$ cat src/rtl/pdma_pkg.sv
package pdma_pkg;
  typedef enum logic [1:0] {ST_IDLE, ST_XFER, ST_GAP} eng_state_t;
  typedef enum logic [1:0] {TGT_NONE, TGT_WIN, TGT_CFG} target_t;
endpackage

$ cat src/rtl/pdma_decode.sv
module pdma_decode
  import pdma_pkg::*;
#(
  parameter int ADDR_W   = 12,
  parameter int WIN_BASE = 'h100,
  parameter int WIN_LOG2 = 8,
  parameter int CFG_OFS  = 'h200
) (
  input  logic [ADDR_W-1:0] addr,
  output target_t           tgt,
  output logic              upper
);
  localparam logic [ADDR_W-1:0] WB = WIN_BASE[ADDR_W-1:0];
  localparam logic [ADDR_W-1:0] CO = CFG_OFS[ADDR_W-1:0];

  always_comb begin
    if ((addr >> WIN_LOG2) == (WB >> WIN_LOG2)) tgt = TGT_WIN;
    else if (addr == CO)                        tgt = TGT_CFG;
    else                                        tgt = TGT_NONE;
    upper = addr[1];
  end
endmodule

$ cat src/rtl/pdma_cfg.sv
module pdma_cfg #(
  parameter int             CFG_W    = 12,
  parameter logic [CFG_W-1:0] CFG_RST = 12'h1D1,
  parameter int             DREQ_BIT = 9,
  parameter int             DW       = 32
) (
  input  logic             clk,
  input  logic             rst,
  input  logic             wr_en,
  input  logic [CFG_W-1:0] wr_data,
  input  logic             dreq,
  output logic [CFG_W-1:0] limit,
  output logic [DW-1:0]    status
);
  always_ff @(posedge clk) begin
    if (rst)        limit <= CFG_RST;
    else if (wr_en) limit <= wr_data;
  end

  always_comb begin
    status              = '0;
    status[CFG_W-1:0]   = limit;
    status[DREQ_BIT]    = dreq;
  end
endmodule

$ cat src/rtl/pdma_timeout.sv
module pdma_timeout #(
  parameter int W = 12
) (
  input  logic         clk,
  input  logic         rst,
  input  logic         clr,
  input  logic         run,
  input  logic [W-1:0] limit,
  output logic         hit
);
  logic [W-1:0] cnt;

  always_ff @(posedge clk) begin
    if (rst || clr) cnt <= '0;
    else if (run)   cnt <= cnt + 1'b1;
  end

  assign hit = (cnt == limit);

  // the wait counter never passes the programmed limit
  a_r8_cnt_bounded: assert property (@(posedge clk) disable iff (rst) cnt <= limit);
endmodule

$ cat src/rtl/pdma_engine.sv
module pdma_engine
  import pdma_pkg::*;
#(
  parameter int ADDR_W = 12,
  parameter int CFG_W  = 12,
  parameter int DW     = 32
) (
  input  logic             clk,
  input  logic             rst,
  input  logic             host_req,
  input  logic             host_we,
  input  logic             host_half,
  input  target_t          tgt,
  input  logic             upper,
  input  logic [DW-1:0]    host_wdata,
  input  logic [DW-1:0]    status,
  output logic             cfg_wr,
  output logic             tmr_clr,
  output logic             tmr_run,
  input  logic             tmr_hit,
  output logic [DW-1:0]    host_rdata,
  output logic             host_ack,
  output logic             host_err,
  input  logic             ctl_dreq,
  output logic             ctl_dack,
  output logic             ctl_we,
  output logic [7:0]       ctl_wdata,
  input  logic [7:0]       ctl_rdata
);
  eng_state_t state;
  logic       two_left;
  logic       is_half;
  logic       is_upper;
  logic [7:0] wlo;
  logic [7:0] rhi;
  logic       accept;

  assign accept  = (state == ST_IDLE) && host_req && !host_ack && !host_err;
  assign cfg_wr  = accept && (tgt == TGT_CFG) && host_we;
  assign tmr_clr = (state != ST_XFER);
  assign tmr_run = (state == ST_XFER) && !ctl_dreq && !tmr_hit;

  always_ff @(posedge clk) begin
    if (rst) begin
      state      <= ST_IDLE;
      two_left   <= 1'b0;
      is_half    <= 1'b0;
      is_upper   <= 1'b0;
      wlo        <= '0;
      rhi        <= '0;
      host_rdata <= '0;
      host_ack   <= 1'b0;
      host_err   <= 1'b0;
      ctl_dack   <= 1'b0;
      ctl_we     <= 1'b0;
      ctl_wdata  <= '0;
    end else begin
      host_ack <= 1'b0;
      host_err <= 1'b0;
      unique case (state)
        ST_IDLE: begin
          if (accept) begin
            unique case (tgt)
              TGT_WIN: begin
                state     <= ST_XFER;
                ctl_dack  <= 1'b1;
                ctl_we    <= host_we;
                ctl_wdata <= host_half ? host_wdata[15:8] : host_wdata[7:0];
                wlo       <= host_wdata[7:0];
                two_left  <= host_half;
                is_half   <= host_half;
                is_upper  <= upper;
              end
              TGT_CFG: begin
                host_ack   <= 1'b1;
                host_rdata <= status;
              end
              default: begin
                host_ack   <= 1'b1;
                host_rdata <= '0;
              end
            endcase
          end
        end
        ST_XFER: begin
          if (ctl_dreq) begin
            ctl_dack <= 1'b0;
            if (two_left) begin
              two_left  <= 1'b0;
              rhi       <= ctl_rdata;
              ctl_wdata <= wlo;
              state     <= ST_GAP;
            end else begin
              state    <= ST_IDLE;
              ctl_we   <= 1'b0;
              host_ack <= 1'b1;
              if (is_upper)     host_rdata <= is_half ? 32'h0000_FFFF : 32'h0000_00FF;
              else if (is_half) host_rdata <= {16'h0, rhi, ctl_rdata};
              else              host_rdata <= {24'h0, ctl_rdata};
            end
          end else if (tmr_hit) begin
            ctl_dack <= 1'b0;
            ctl_we   <= 1'b0;
            host_err <= 1'b1;
            state    <= ST_IDLE;
          end
        end
        ST_GAP: begin
          ctl_dack <= 1'b1;
          state    <= ST_XFER;
        end
        default: state <= ST_IDLE;
      endcase
    end
  end

  a_r9_ack_err_excl: assert property (@(posedge clk) disable iff (rst) !(host_ack && host_err));
  a_r9_ack_single: assert property (@(posedge clk) disable iff (rst) host_ack |=> !host_ack);
  a_r9_err_single: assert property (@(posedge clk) disable iff (rst) host_err |=> !host_err);
  a_r8_err_no_dack: assert property (@(posedge clk) disable iff (rst) host_err |-> !ctl_dack);
  a_r7_gap_after_byte: assert property (@(posedge clk) disable iff (rst)
    (ctl_dack && ctl_dreq) |=> !ctl_dack);
endmodule

$ cat src/rtl/pdma_bridge.sv
module pdma_bridge
  import pdma_pkg::*;
#(
  parameter int             ADDR_W   = 12,
  parameter int             DW       = 32,
  parameter int             CFG_W    = 12,
  parameter logic [CFG_W-1:0] CFG_RST = 12'h1D1,
  parameter int             DREQ_BIT = 9,
  parameter int             WIN_BASE = 'h100,
  parameter int             WIN_LOG2 = 8,
  parameter int             CFG_OFS  = 'h200
) (
  input  logic              clk,
  input  logic              rst,
  input  logic              host_req,
  input  logic              host_we,
  input  logic              host_half,
  input  logic [ADDR_W-1:0] host_addr,
  input  logic [DW-1:0]     host_wdata,
  output logic [DW-1:0]     host_rdata,
  output logic              host_ack,
  output logic              host_err,
  input  logic              ctl_dreq,
  output logic              ctl_dack,
  output logic              ctl_we,
  output logic [7:0]        ctl_wdata,
  input  logic [7:0]        ctl_rdata
);
  target_t          tgt;
  logic             upper;
  logic             cfg_wr;
  logic [CFG_W-1:0] limit;
  logic [DW-1:0]    status;
  logic             tmr_clr;
  logic             tmr_run;
  logic             tmr_hit;

  pdma_decode #(
    .ADDR_W(ADDR_W), .WIN_BASE(WIN_BASE), .WIN_LOG2(WIN_LOG2), .CFG_OFS(CFG_OFS)
  ) u_decode (
    .addr(host_addr), .tgt(tgt), .upper(upper)
  );

  pdma_cfg #(
    .CFG_W(CFG_W), .CFG_RST(CFG_RST), .DREQ_BIT(DREQ_BIT), .DW(DW)
  ) u_cfg (
    .clk(clk), .rst(rst), .wr_en(cfg_wr), .wr_data(host_wdata[CFG_W-1:0]),
    .dreq(ctl_dreq), .limit(limit), .status(status)
  );

  pdma_timeout #(.W(CFG_W)) u_timeout (
    .clk(clk), .rst(rst), .clr(tmr_clr), .run(tmr_run), .limit(limit), .hit(tmr_hit)
  );

  pdma_engine #(.ADDR_W(ADDR_W), .CFG_W(CFG_W), .DW(DW)) u_engine (
    .clk(clk), .rst(rst), .host_req(host_req), .host_we(host_we),
    .host_half(host_half), .tgt(tgt), .upper(upper), .host_wdata(host_wdata),
    .status(status), .cfg_wr(cfg_wr), .tmr_clr(tmr_clr), .tmr_run(tmr_run),
    .tmr_hit(tmr_hit), .host_rdata(host_rdata), .host_ack(host_ack),
    .host_err(host_err), .ctl_dreq(ctl_dreq), .ctl_dack(ctl_dack),
    .ctl_we(ctl_we), .ctl_wdata(ctl_wdata), .ctl_rdata(ctl_rdata)
  );
endmodule

$ cat config.mk
export PLATFORM = sky130hd
export DESIGN_NAME = pdma_bridge
export DESIGN_NICKNAME = d
export VERILOG_FILES = /design/src/rtl/pdma_pkg.sv /design/src/rtl/pdma_decode.sv /design/src/rtl/pdma_cfg.sv /design/src/rtl/pdma_timeout.sv /design/src/rtl/pdma_engine.sv /design/src/rtl/pdma_bridge.sv
export SDC_FILE = /design/constraint.sdc
export NUM_CORES = 1
export LEC_CHECK = 0
export BUFFER_PORTS_ARGS = -buffer_cell sky130_fd_sc_hd__clkbuf_2
export CAP_MARGIN = 0
export CORE_MARGIN = 2
export CORE_UTILIZATION = 50
export DETAILED_ROUTE_END_ITERATION = 10
export MAX_ROUTING_LAYER = met4
export PLACE_DENSITY = 0.77
export SLEW_MARGIN = 40
export SYNTH_ARGS = -nofsm -noshare
export SYNTH_HDL_FRONTEND = slang
export SYNTH_SLANG_ARGS = --single-unit
$ cat constraint.sdc
create_clock -name clk -period 4.3 [get_ports clk]
set_input_delay 0.645 -clock clk [delete_from_list [all_inputs] [get_ports clk]]
set_output_delay 0.645 -clock clk [all_outputs]
set_load 0.005 [all_outputs]
### Word-level counts from Yosys, hierarchy flattened

Index checks and enable logic that the tools add are counted.

* register bits: 89
* logic and storage cells: 98
* output and inout port bits: 44
* input port bits: 58

* bitwise operators: 1
* add/subtract/negate cells: 1
* mux-type cells: 42
* reduce and logical (&&, ||, !) cells: 24
* equality and inequality tests: 16

Operator list (number)
* two-way mux 32 bit: 4
* case mux 32 bit (2 select lines): 2
* two-way mux 8 bit: 5
* two-way mux 16 bit: 2
* two-way mux 1 bit: 16
* case mux 8 bit (2 select lines): 1
* AND reduction 5 bit: 3
* two-way mux 2 bit: 7
* adder 12 x 1 -> 12 bit, second input constant: 1
* equality test 12 x 10 -> 1 bit, second input constant: 1
* equality test 12 bit: 1
* AND reduction 3 bit: 3
* != test 2 bit, second input constant: 4
* AND reduction 4 bit: 2
* logical AND 1 bit: 7
* != test 2 x 1 -> 1 bit, second input constant: 3
* case mux 1 bit (2 select lines): 3
* case mux 2 bit (3 select lines): 1
* equality test 2 x 1 -> 1 bit, second input constant: 2
* equality test 2 bit, second input constant: 2
* equality test 4 x 1 -> 1 bit, second input constant: 1
* logical NOT 1 bit: 4
* != test 3 x 2 -> 1 bit, second input constant: 1
* != test 3 bit, second input constant: 1
* other kinds (7): 7

### Logic depth before layout (Yosys ltp)

Gate-level depths: netlist of run 1.

* depth after elaboration: 7
* depth in mapped cells: 9
* depth with buffers taken out: 7

### Cells and area by module

From an unflattened synthesis of run 1, not the netlist that was laid out.

* cells, all modules: 508
* area, all modules: 4780.8 um^2

By module, submodules not included
* pdma_engine: instances 1, cells an instance 354, area each 3359.5 um^2, seq. area each 1301.2 um^2
* pdma_cfg: instances 1, cells an instance 72, area each 691.9 um^2, seq. area each 240.2 um^2
* pdma_timeout: instances 1, cells an instance 76, area each 685.7 um^2, seq. area each 240.2 um^2
* pdma_decode: instances 1, cells an instance 6, area each 43.8 um^2, seq. area each 0.0 um^2

### Least setup slack after synthesis of run 1

No wires, ideal clock.

* path kind: input to register
* from: in host_addr[9]
* to: reg u_engine.ctl_we
* slack: 2280 ps
* cell stages on the path: 5
* library setup time: 131 ps
* arrival time: 1888 ps
* required time: 4169 ps
* buffers on the path: 0
* cell sequence: or4b_4 or2_4 and2_4 nor4_1 nor3_1

* word-level cells in the longest chain between the ends: 6
* elaborated cells on any way between the ends: 7
* classes of those cells: eq/ne (4); mux (2); reduce/logical (1)

RTL lines
* start: declaration: RTL line pdma_bridge.sv:18 `input logic [ADDR_W-1:0] host_addr,`
* equality test 12 x 10 -> 1 bit: RTL line pdma_decode.sv:18 `else if (addr == CO) tgt = TGT_CFG;`
* two-way mux 2 bit: RTL line pdma_decode.sv:18
* two-way mux 2 bit *: RTL line pdma_decode.sv:17 `if ((addr >> WIN_LOG2) == (WB >> WIN_LOG2)) tgt = TGT_WIN;`
* equality test 2 x 1 -> 1 bit *: RTL line pdma_engine.sv:63 `unique case (tgt)`
* != test 2 bit (no line) *
* AND reduction 5 bit (no line) *
* end signal: assignment: RTL line pdma_engine.sv:67 `ctl_we <= host_we;`
* end: declaration: RTL line pdma_engine.sv:26 `output logic ctl_we,`

Mark *: on every way between the ends. The rest lies on a longest branch, timed or not.
A chain may end at the register's enable or synchronous reset.

### Worst setup path in the final report of run 1

* from: reg u_engine.state[1]
* to: reg u_engine.ctl_wdata[7]

* word-level cells in the longest chain between the ends: 6
* elaborated cells on any way between the ends: 12
* classes of those cells: eq/ne (5); mux (1); reduce/logical (6)

RTL lines
* start: declaration: RTL line pdma_engine.sv:30 `eng_state_t state;`
* start signal: assignment: RTL line pdma_engine.sv:45 `state <= ST_IDLE;`
* start signal: assignment: RTL line pdma_engine.sv:65 `state <= ST_XFER;`
* start signal: assignment: RTL line pdma_engine.sv:92 `state <= ST_GAP;`
* logical NOT 2 bit: RTL line pdma_engine.sv:38, pdma_engine.sv:60
* logical AND 1 bit (3 in a row): RTL line pdma_engine.sv:38 `assign accept = (state == ST_IDLE) && host_req && !host_ack && !host_err;`
* != test 2 x 1 -> 1 bit (no line)
* AND reduction 5 bit (no line)
* end signal: assignment: RTL line pdma_engine.sv:68 `ctl_wdata <= host_half ? host_wdata[15:8] : host_wdata[7:0];`
* end signal: assignment: RTL line pdma_engine.sv:91 `ctl_wdata <= wlo;`
* end: declaration: RTL line pdma_engine.sv:27 `output logic [7:0] ctl_wdata,`

Several ways; a longest one is shown, not always the timed one.

==> flow_metrics.tcl, run 1 <==
set metrics [dict create \
    clk_transition_reported_paths_ps 80 \
    placedCellCount 561 \
    ys.flop_type "dfxtp_1" \
    grt_pass1_wl_um 13600 \
    place_worst_setup_slack_ps 1890 \
    async_reset_ff_frac 0 \
    pin_count 102 \
    path_class "flip-flop to flip-flop" \
    first_pass_iters 4 \
    drt_iter0_drc 232 \
    setup_slack_ps 1840 \
    ys_seq_elements 73 \
    cp_max_fo 18 \
    wl_per_cell_um 14.7 \
    synth_area_per_cell_sq_um 8.44 \
    cp_slowest_stage_delay_ps 630 \
    worstPathRequired_ps 4510 \
    p_sw_uw 576 \
    finalWeightedCongestion 0.932 \
    global_route.overflow_total 0 \
    cp.buffers_inverters 1 \
    cts_hold_buf 0 \
    syn_to_final_growth_pct 16.3 \
    fmax_mhz 407 \
    min_from "u_engine.rhi[4]" \
    power_density_nw_per_um2 470 \
    rsz0062_at_grt "no" \
    crit_slowest_cell "o21ai_2" \
    worst_ep_arrival_time_ps 2670 \
    power_frac_clock 0.350 \
    cp_cell_sequence "inv_1 > ha_1 > and3_1 > o21ai_2 > mux2i_1 > nor2_1" \
    place_area_sq_um 3860 \
    nets 539 \
    fin_cells 577 \
    p_sw_frac 0.298 \
    numCtsBuffers 9 \
    max-vdd-ir-drop_v 0.000287 \
    fin_util 0.602 \
    drc 0 \
    routed_wl_um 8450 \
    routed_via_density 5.44 \
    netlist_instances 419 \
    cts-root-buf "clkbuf_8" \
    fin_setup_tns_ps 0 \
    grt_usage 0.232 \
    worstHoldPathType "flip-flop to flip-flop" \
    rows 30 \
    slew_violations 0 \
    status "complete, no violations" \
    end_kind "flip-flop" \
    htreeDepth 3 \
    p_int_mw 1.36 \
    ant_nets 0 \
    die_h_um 88.1 \
    postCtsSetupRepairBufs 0 \
    yosys_warnings 0 \
    coreArea_sq_um 6830 \
    cts.sinks 73 \
    vias 3140 \
    max-slew-margin-rel 0.470 \
    r2r_start "u_engine.state[1]" \
    fin_skew_ps 9.43 \
    setup_violations 0 \
    yosysSeqAreaShare 0.413 \
    p_leak_nw 1.61 \
    period_needed_ps 2460 \
    die_area_sq_um 7760 \
    path_delay_family "compound AO/OA/AOI/OAI gates" \
    io_buffers 69 \
    comb_power_share 0.242 \
    cts_tree "yes" \
    seq_power_share 0.407 \
    clk_latency_ps 350 \
    postLayoutCellArea_sq_um 4110 \
    yosysUniqueCellTypes 44 \
    netlist_area_sq_um 3540 \
    cap_violations 0 \
    place_hpwl_um 5920 \
    grt_max_degree 64 \
    fin_crit_sh 0.572 \
    antenna_found_initial 0 \
    grt_pass1_vias 2909 \
    cp-start-kind "flip-flop" \
    num_antenna_cells 0 \
    report.power.total_mw 1.93 \
    die_x_um 88.1 \
    synth_edf_count 0 \
    ctsResizeCount 0 \
    drive_above_1_share 0.202 \
    crit_start "u_engine.state[1]" \
    clock_path_buffers 2 \
    initial_utilization 0.518 \
    hold_viol 0 \
    worstMarginPinSlew_ps 792 \
    holdWs_ps 456 \
]
## cell families (layout without fill, tap and decap cells)
| logic type | after synthesis | after routing | synth area share |
|---|---|---|---|
| xor gates and xnor gates | 13 | 13 | 0.0322 |
| other | 1 | 16 | 0.00106 |
| buffers and inverters | 48 | 95 | 0.0722 |
| DFF | 73 | 73 | 0.413 |
| adders and majority gates | 5 | 5 | 0.0177 |
| and+or+nand+nor | 156 | 156 | 0.219 |
| muxes | 26 | 26 | 0.0736 |
| AOI/OAI and AO/OA | 97 | 97 | 0.172 |
## power groups by stage
stage / logic [mW] / clock network [mW] / registers [mW]
detailed placement: 0.468 / 0 / 0.804
floorplan: 0.322 / 0 / 0.803
finish: 0.469 / 0.678 / 0.788
global route: 0.526 / 0.711 / 0.794
CTS: 0.471 / 0.682 / 0.788
global placement: 0.458 / 0 / 0.800
## tightest hold or removal path: cells and delay by family, from the launching register on
family           cells  cell delay, ps
flip-flops           1             310
AO/OA/AOI/OAI        1              50
AND/OR/NAND/NOR      1              50
## synth_stat cells (5+ instances only)
cell | instances | area share
dfxtp_1 | 73 | 0.41
nand2_1 | 65 | 0.069
a21oi_1 | 34 | 0.048
nor2_1 | 34 | 0.036
mux2i_1 | 26 | 0.074
o21ai_0 | 26 | 0.037
buf_4 | 18 | 0.038
clkbuf_1 | 17 | 0.018
xnor2_1 | 13 | 0.032
a311oi_1 | 12 | 0.030
nand2b_1 | 10 | 0.018
nor2b_1 | 9 | 0.016
nand3_1 | 7 | 0.0099
a211o_1 | 6 | 0.015
buf_2 | 6 | 0.0085
ha_1 | 5 | 0.018
inv_1 | 5 | 0.0053
nand4_1 | 5 | 0.0088
## sequential cells by signal, indices dropped and copies added (netlist names), 2 cells and up
name                 cells
u_engine.state           2
u_engine.host_rdata     16
u_cfg.limit             12
u_engine.ctl_wdata       8
u_timeout.cnt           12
u_engine.rhi             8
u_engine.wlo             8
## layer usage
| metal | GRT usage | vias up | share of wire |
|---|---|---|---|
| met5 | - | - | 0 |
| met4 | 0.0744 | 0 | 0.011 |
| met3 | 0.0509 | 13 | 0.068 |
| met2 | 0.365 | 116 | 0.47 |
| met1 | 0.298 | 1468 | 0.45 |
| li1 | - | 1543 | - |
## cell type report
class / count / area, sq um
flip-flops and latches: 73 / 1460
inverters: 5 / 18.8
fillers: 633 / 2720
well taps: 96 / 120
repair buffers: 74 / 383
multi-input cells: 313 / 1880
clock inverters: 4 / 98.8
clock buffers: 12 / 155
## path summary, 6_finish.rpt
| path | cells after the start | endpoint | slack (ps) |
|---|---|---|---|
| max | 6 | u_engine.ctl_wdata[7] | 1840 |
| min | 2 | u_engine.rhi[4] | 460 |
| max reg2reg | 6 | u_engine.ctl_wdata[7] | 1840 |
| min reg2reg | 2 | u_engine.rhi[4] | 460 |
## cells in the final DEF, fill, tap and decap left out, types with 2 or more instances in the layout
| cell type | instances |
|---|---|
| o31ai_1 | 3 |
| mux2i_1 | 26 |
| nand2_1 | 65 |
| nor2b_1 | 9 |
| nand4_1 | 5 |
| or4_1 | 2 |
| nand2b_1 | 10 |
| and3_1 | 4 |
| conb_1 | 16 |
| o21ai_0 | 26 |
| o21ai_2 | 2 |
| or3_1 | 4 |
| a41o_1 | 2 |
| inv_1 | 5 |
| a311oi_1 | 12 |
| nand3b_1 | 2 |
| ha_1 | 5 |
| dfxtp_1 | 73 |
| o211ai_1 | 4 |
| nor3_1 | 2 |
| nand3_1 | 7 |
| xnor2_1 | 13 |
| bufinv_16 | 3 |
| clkbuf_2 | 69 |
| nor2_1 | 34 |
| a21oi_1 | 34 |
| buf_4 | 5 |
| a211o_1 | 6 |
| clkbuf_8 | 11 |
| nor4_1 | 3 |
| a31oi_1 | 4 |
(Power assumes the default switching activity.)
==> inputs of run 2 (changes only) <==
Settings changed: ABC_AREA from default to 1, CORE_UTILIZATION 50 to 47, PLACE_DENSITY 0.77 to 0.76.
Clock period 4.3 ns to 2 ns, I/O delays scaled along.
==> flow_metrics.tcl, run 2 <==
set metrics [dict create \
    routed_wl_um 9040 \
    grt_usage 0.223 \
    die_area_sq_um 8580 \
    async_reset_ff_frac 0 \
    ys_seq_elements 73 \
    path_class "flip-flop to flip-flop" \
    syn_to_final_growth_pct 16.0 \
    final_common_cell "nand2_1" \
    max-slew-margin-rel 0.582 \
    drt_iter0_drc 186 \
    setup_violations 0 \
    r2r_cells 8 \
    clk_latency_ps 350 \
    whs_path_depth 3 \
    max-vdd-ir-drop_v 0.000420 \
    crit_top_cell "nor2_1" \
    crit_slowest_cell "dfxtp_1" \
    num_antenna_cells 0 \
    global_route.overflow_total 0 \
    fin_util 0.557 \
    yosys_warnings 0 \
    netlist_instances 513 \
    hold_viol 0 \
    fin_crit_sh 0.919 \
    coreArea_sq_um 7690 \
    cp_cell_sequence "inv_1 > ha_1 > buf_4 > nand3_2 > a21oi_4 > inv_2 > nor2_1 > nor2_1" \
    ant_nets 0 \
    postCtsSetupRepairBufs 0 \
    synth.most_common_cell "nand2_1" \
    fin_skew_ps 6.74 \
    netlist_area_sq_um 3690 \
    cp.buffers_inverters 3 \
    p_leak_nw 1.87 \
    cp.depth 8 \
    largest_reg_flops 16 \
    first_pass_iters 4 \
    power_density_nw_per_um2 802 \
    synth_top_area_share 0.396 \
    period_needed_ps 1840 \
    die_x_um 92.6 \
    grt_pass1_wl_um 14900 \
    layout_common_cells "nand2_1 (96), dfxtp_1 (73), nor2_1 (69), clkbuf_2 (69), o21ai_0 (59)" \
    status "complete, no violations" \
    rows 32 \
    wl_per_cell_um 13.1 \
    cp-start-kind "flip-flop" \
    place_hpwl_um 6780 \
    rsz0062_at_grt "no" \
    cts-root-buf "clkbuf_8" \
    synthTopCellsByCount "nand2_1 (96), dfxtp_1 (73), nor2_1 (69)" \
    cp_max_fo 9 \
    worst_ep_arrival_time_ps 2080 \
    yosysSeqAreaShare 0.396 \
    synth_area_leaders "dfxtp_1 (40%), nand2_1 (9.8%), o21ai_0 (8.0%), nor2_1 (7.0%), a21oi_1 (4.2%)" \
    die_h_um 92.6 \
    numCtsBuffers 9 \
    netlist.top_cell.by_area "dfxtp_1" \
    ys.flop_type "dfxtp_1" \
    slew_violations 0 \
    grt_max_degree 29 \
    initial_utilization 0.480 \
    synth_area_per_cell_sq_um 7.20 \
    drive_above_1_share 0.199 \
    fmax_mhz 544 \
    cts_tree "yes" \
    pin_count 102 \
    finalWeightedCongestion 0.937 \
    cap_violations 0 \
    worstPathRequired_ps 2240 \
    grt_pass1_vias 3206 \
    drc 0 \
    worstMarginPinSlew_ps 627 \
    nFillCells 745 \
    yosysUniqueCellTypes 37 \
    routed_via_density 5.09 \
    end_kind "flip-flop" \
    largestRegisters "u_engine.host_rdata (16), u_cfg.limit (12), u_timeout.cnt (12)" \
    worstHoldPathType "input pin to flip-flop" \
    antenna_found_initial 0 \
    io_buffers 69 \
    vias 3504 \
    synth_edf_count 0 \
    cts.sinks 73 \
    clk_transition_reported_paths_ps 80 \
    nets 645 \
    fin_setup_tns_ps 0 \
    clock_path_buffers 2 \
    htreeDepth 3 \
    top_register "u_engine.host_rdata" \
    cp_slowest_stage_delay_ps 350 \
    path_delay_family "buffers and inverters" \
]
## run 2: metal layers
layer	vias to the layer above	global-route usage	routed length [um]
li1	1782	-	-
met5	-	-	0
met4	0	0.0772	167
met1	1588	0.296	4170
met2	121	0.354	4140
met3	13	0.0301	555
## run 2: worst paths after layout
path	slack, ps	start	end
setup / recovery	160	u_engine.state[1]	u_engine.ctl_wdata[0]
hold / removal	200	host_wdata[7]	u_cfg.limit[7]
setup reg to reg	160	u_engine.state[1]	u_engine.ctl_wdata[0]
hold reg to reg	460	u_engine.rhi[5]	u_engine.rhi[5]
## run 2: final cells by class
cell class / instances / area [sq um] / share of cell area
Tap cell: 102 / 128 / 0.0298
Sequential cell: 73 / 1460 / 0.341
Multi-Input combinational cell: 371 / 1880 / 0.438
Clock buffer: 11 / 131 / 0.0307
Inverter: 47 / 179 / 0.0418
Timing Repair Buffer: 80 / 428 / 0.0999
Clock inverter: 5 / 80.1 / 0.0187
## run 2: per-stage QoR
| stage | power, mW | cells | hold WS (ps) | cell area, sq um | setup WS [ps] |
|---|---|---|---|---|---|
| after global routing | 3.60 | 689 | 220 | 4280 | 21.0 |
| after detailed placement | 2.20 | 673 | 455 | 4070 | 82.4 |
| after global placement | 2.19 | 673 | 446 | 4070 | 159 |
| after floorplan | 2.03 | 528 | 379 | 3750 | 452 |
| final | 3.44 | 689 | 196 | 4280 | 162 |
| after CTS | 3.45 | 689 | 191 | 4280 | 65.7 |
## run 2: where the power goes
part           internal, mW  switching [mW]
clock network         0.701           0.559
registers              1.55          0.0509
logic                 0.218           0.360
total                  2.47           0.970
## run 2: worst register-to-register path: stages (launching register included)
cell,delay [ps]
dfxtp_1,350
inv_1,90
ha_1,350
buf_4,230
nand3_2,130
a21oi_4,290
inv_2,130
nor2_1,120
nor2_1,60
## run 2: cells by family after synthesis
kind of cell,Yosys count,synth area share
simple gates,212,0.246
compound gates,119,0.181
buf+inv,84,0.112
flops,73,0.396
xor+xnor,12,0.0285
mux,7,0.0190
fa+ha+maj,5,0.0169
other cells,1,0.00102
## run 2: repair_timing
item                       in CTS  in global routing
setup endpoints to repair       0                 20
resized for setup               0                  2
hold buffers                    0                  0
hold endpoints to repair        0                  0
==> inputs of run 3 (changes only) <==
Settings changed: CORE_UTILIZATION 47 to 50, PLACE_DENSITY 0.76 to 0.77.
Clock period 2 ns to 1.8 ns, I/O delays scaled along.
==> flow_metrics.tcl, run 3 (same netlist as run 2, synthesis figures left out) <==
set metrics [dict create \
    rrSetupSlack_ps 130 \
    cts_tree "yes" \
    hold_viol 0 \
    pin_count 102 \
    largestRegisters "u_engine.host_rdata (16), u_cfg.limit (12), u_timeout.cnt (12)" \
    fin_util 0.611 \
    grt_pass1_wl_um 15600 \
    top_register "u_engine.host_rdata" \
    die_h_um 89.9 \
    worstHoldPathType "input pin to flip-flop" \
    r2r_start "u_engine.state[0]" \
    initial_utilization 0.512 \
    layout_common_cells "nand2_1 (96), dfxtp_1 (72), clkbuf_2 (69)" \
    crit_start "u_engine.state[0]" \
    grt_usage 0.242 \
    worstMarginPinSlew_ps 587 \
    routed_via_density 5.21 \
    place_hpwl_um 6820 \
    die_area_sq_um 8090 \
    drive_above_1_share 0.226 \
    wl_per_cell_um 13.1 \
    clk_transition_reported_paths_ps 80 \
    routed_wl_um 9130 \
    fin_crit_sh 0.926 \
    vias 3623 \
    path_class "flip-flop to flip-flop" \
    crit_end "u_cfg.limit[10]" \
    end_kind "flip-flop" \
    worstPathRequired_ps 2050 \
    cts-root-buf "clkbuf_8" \
    worst_ep_arrival_time_ps 1920 \
    cp_max_fo 14 \
    coreArea_sq_um 7210 \
    numCtsBuffers 9 \
    place_worst_setup_slack_ps -8.60 \
    max-slew-margin-rel 0.608 \
    final_common_cell "nand2_1" \
    rows 31 \
    setup_violations 0 \
    reg2reg_to "u_cfg.limit[10]" \
    holdWs_ps 165 \
    r2r_cells 9 \
    clock_path_buffers 2 \
    io_buffers 69 \
    finalWeightedCongestion 0.954 \
    setup_slack_ps 133 \
    cp-start-kind "flip-flop" \
    largest_reg_flops 16 \
    slew_violations 0 \
    drt_iter0_drc 192 \
    cts.sinks 73 \
    power_density_nw_per_um2 865 \
    drc 0 \
    clk_latency_ps 350 \
    p_leak_nw 1.92 \
    max-vdd-ir-drop_v 0.000583 \
    grt_pass1_vias 3375 \
    die_x_um 89.9 \
    global_route.overflow_total 0 \
    syn_to_final_growth_pct 19.4 \
    first_pass_iters 5 \
    fmax_mhz 600 \
    grt_max_degree 29 \
    period_needed_ps 1670 \
    nets 655 \
    status "complete, no violations" \
    ant_nets 0 \
    antenna_found_initial 0 \
    fin_skew_ps 7.00 \
    num_antenna_cells 0 \
    cap_violations 0 \
    htreeDepth 3 \
]
[run 3: cell count changes in the layout (fill, tap and decap cells not counted), sizes merged]
cell | before | now
clkbuf | 80 | 79
bufinv | 2 | 1
buf | 11 | 20
inv | 47 | 44
clkinvlp | 2 | 5
clkinv | 1 | 4
[run 3: metrics by stage]
step	power, mW	TNS, ps	instances	area, sq um
2_1_floorplan	2.25	0	528	3750
3_3_place_gp	2.48	0	677	4130
3_5_place_dp	2.50	-12.7	677	4130
4_1_cts	3.79	0	693	4340
5_1_grt	4.03	-30.6	696	4410
6_report	3.81	0	696	4410
[run 3: power by group]
part / internal [mW] / switching (mW) / total (mW)
Clock: 0.679 / 0.633 / 1.31
Sequential: 1.72 / 0.0585 / 1.78
Combinational: 0.299 / 0.422 / 0.721
Total: 2.70 / 1.11 / 3.81
[run 3: layout make-up]
type | instances | area, sq um
clock buffers | 10 | 138
clock inverters | 6 | 67.6
fillers | 662 | 2810
inverters | 47 | 185
multi-input cells | 371 | 1910
flip-flops and latches | 73 | 1460
well taps | 99 | 124
repair buffers | 89 | 512
repair inverters | 1 | 7.51
[run 3: worst min path at each step]
stage,to,start,cells after the start,slack [ps]
global route,u_engine.rhi[1],ctl_rdata[1],3,160
CTS,u_cfg.limit[7],host_wdata[7],3,160
global placement,u_engine.rhi[4],u_engine.rhi[4],2,440
finish,u_cfg.limit[7],host_wdata[7],3,160
detailed placement,u_engine.rhi[5],u_engine.rhi[5],2,450
floorplan,u_engine.host_err,ctl_dreq,1,350
[run 3: per-layer routing]
layer / wire [um] / share of wire / vias up / global-route usage
li1: - / - / 1805 / -
met1: 4080 / 0.45 / 1657 / 0.311
met2: 4220 / 0.46 / 140 / 0.378
met3: 635 / 0.070 / 21 / 0.0570
met4: 195 / 0.021 / 0 / 0.0808
met5: 0 / 0 / - / -
[run 3: critical path, stage by stage (launching register included)]
cell	delay (ps)
dfxtp_2	350
inv_1	130
ha_4	190
nand3_2	120
buf_4	160
inv_1	100
nand3_1	100
buf_4	190
nor2_1	170
nor2_1	60
[run 3: what timing repair did]
item / 4_1_cts / 5_1_grt
gates cloned: 0 / 1
endpoints found under the setup margin: 5 / 47
buffers inserted: 0 / 2
pin swaps: 0 / 1
hold buffers: 0 / 0
resized for setup: 1 / 11
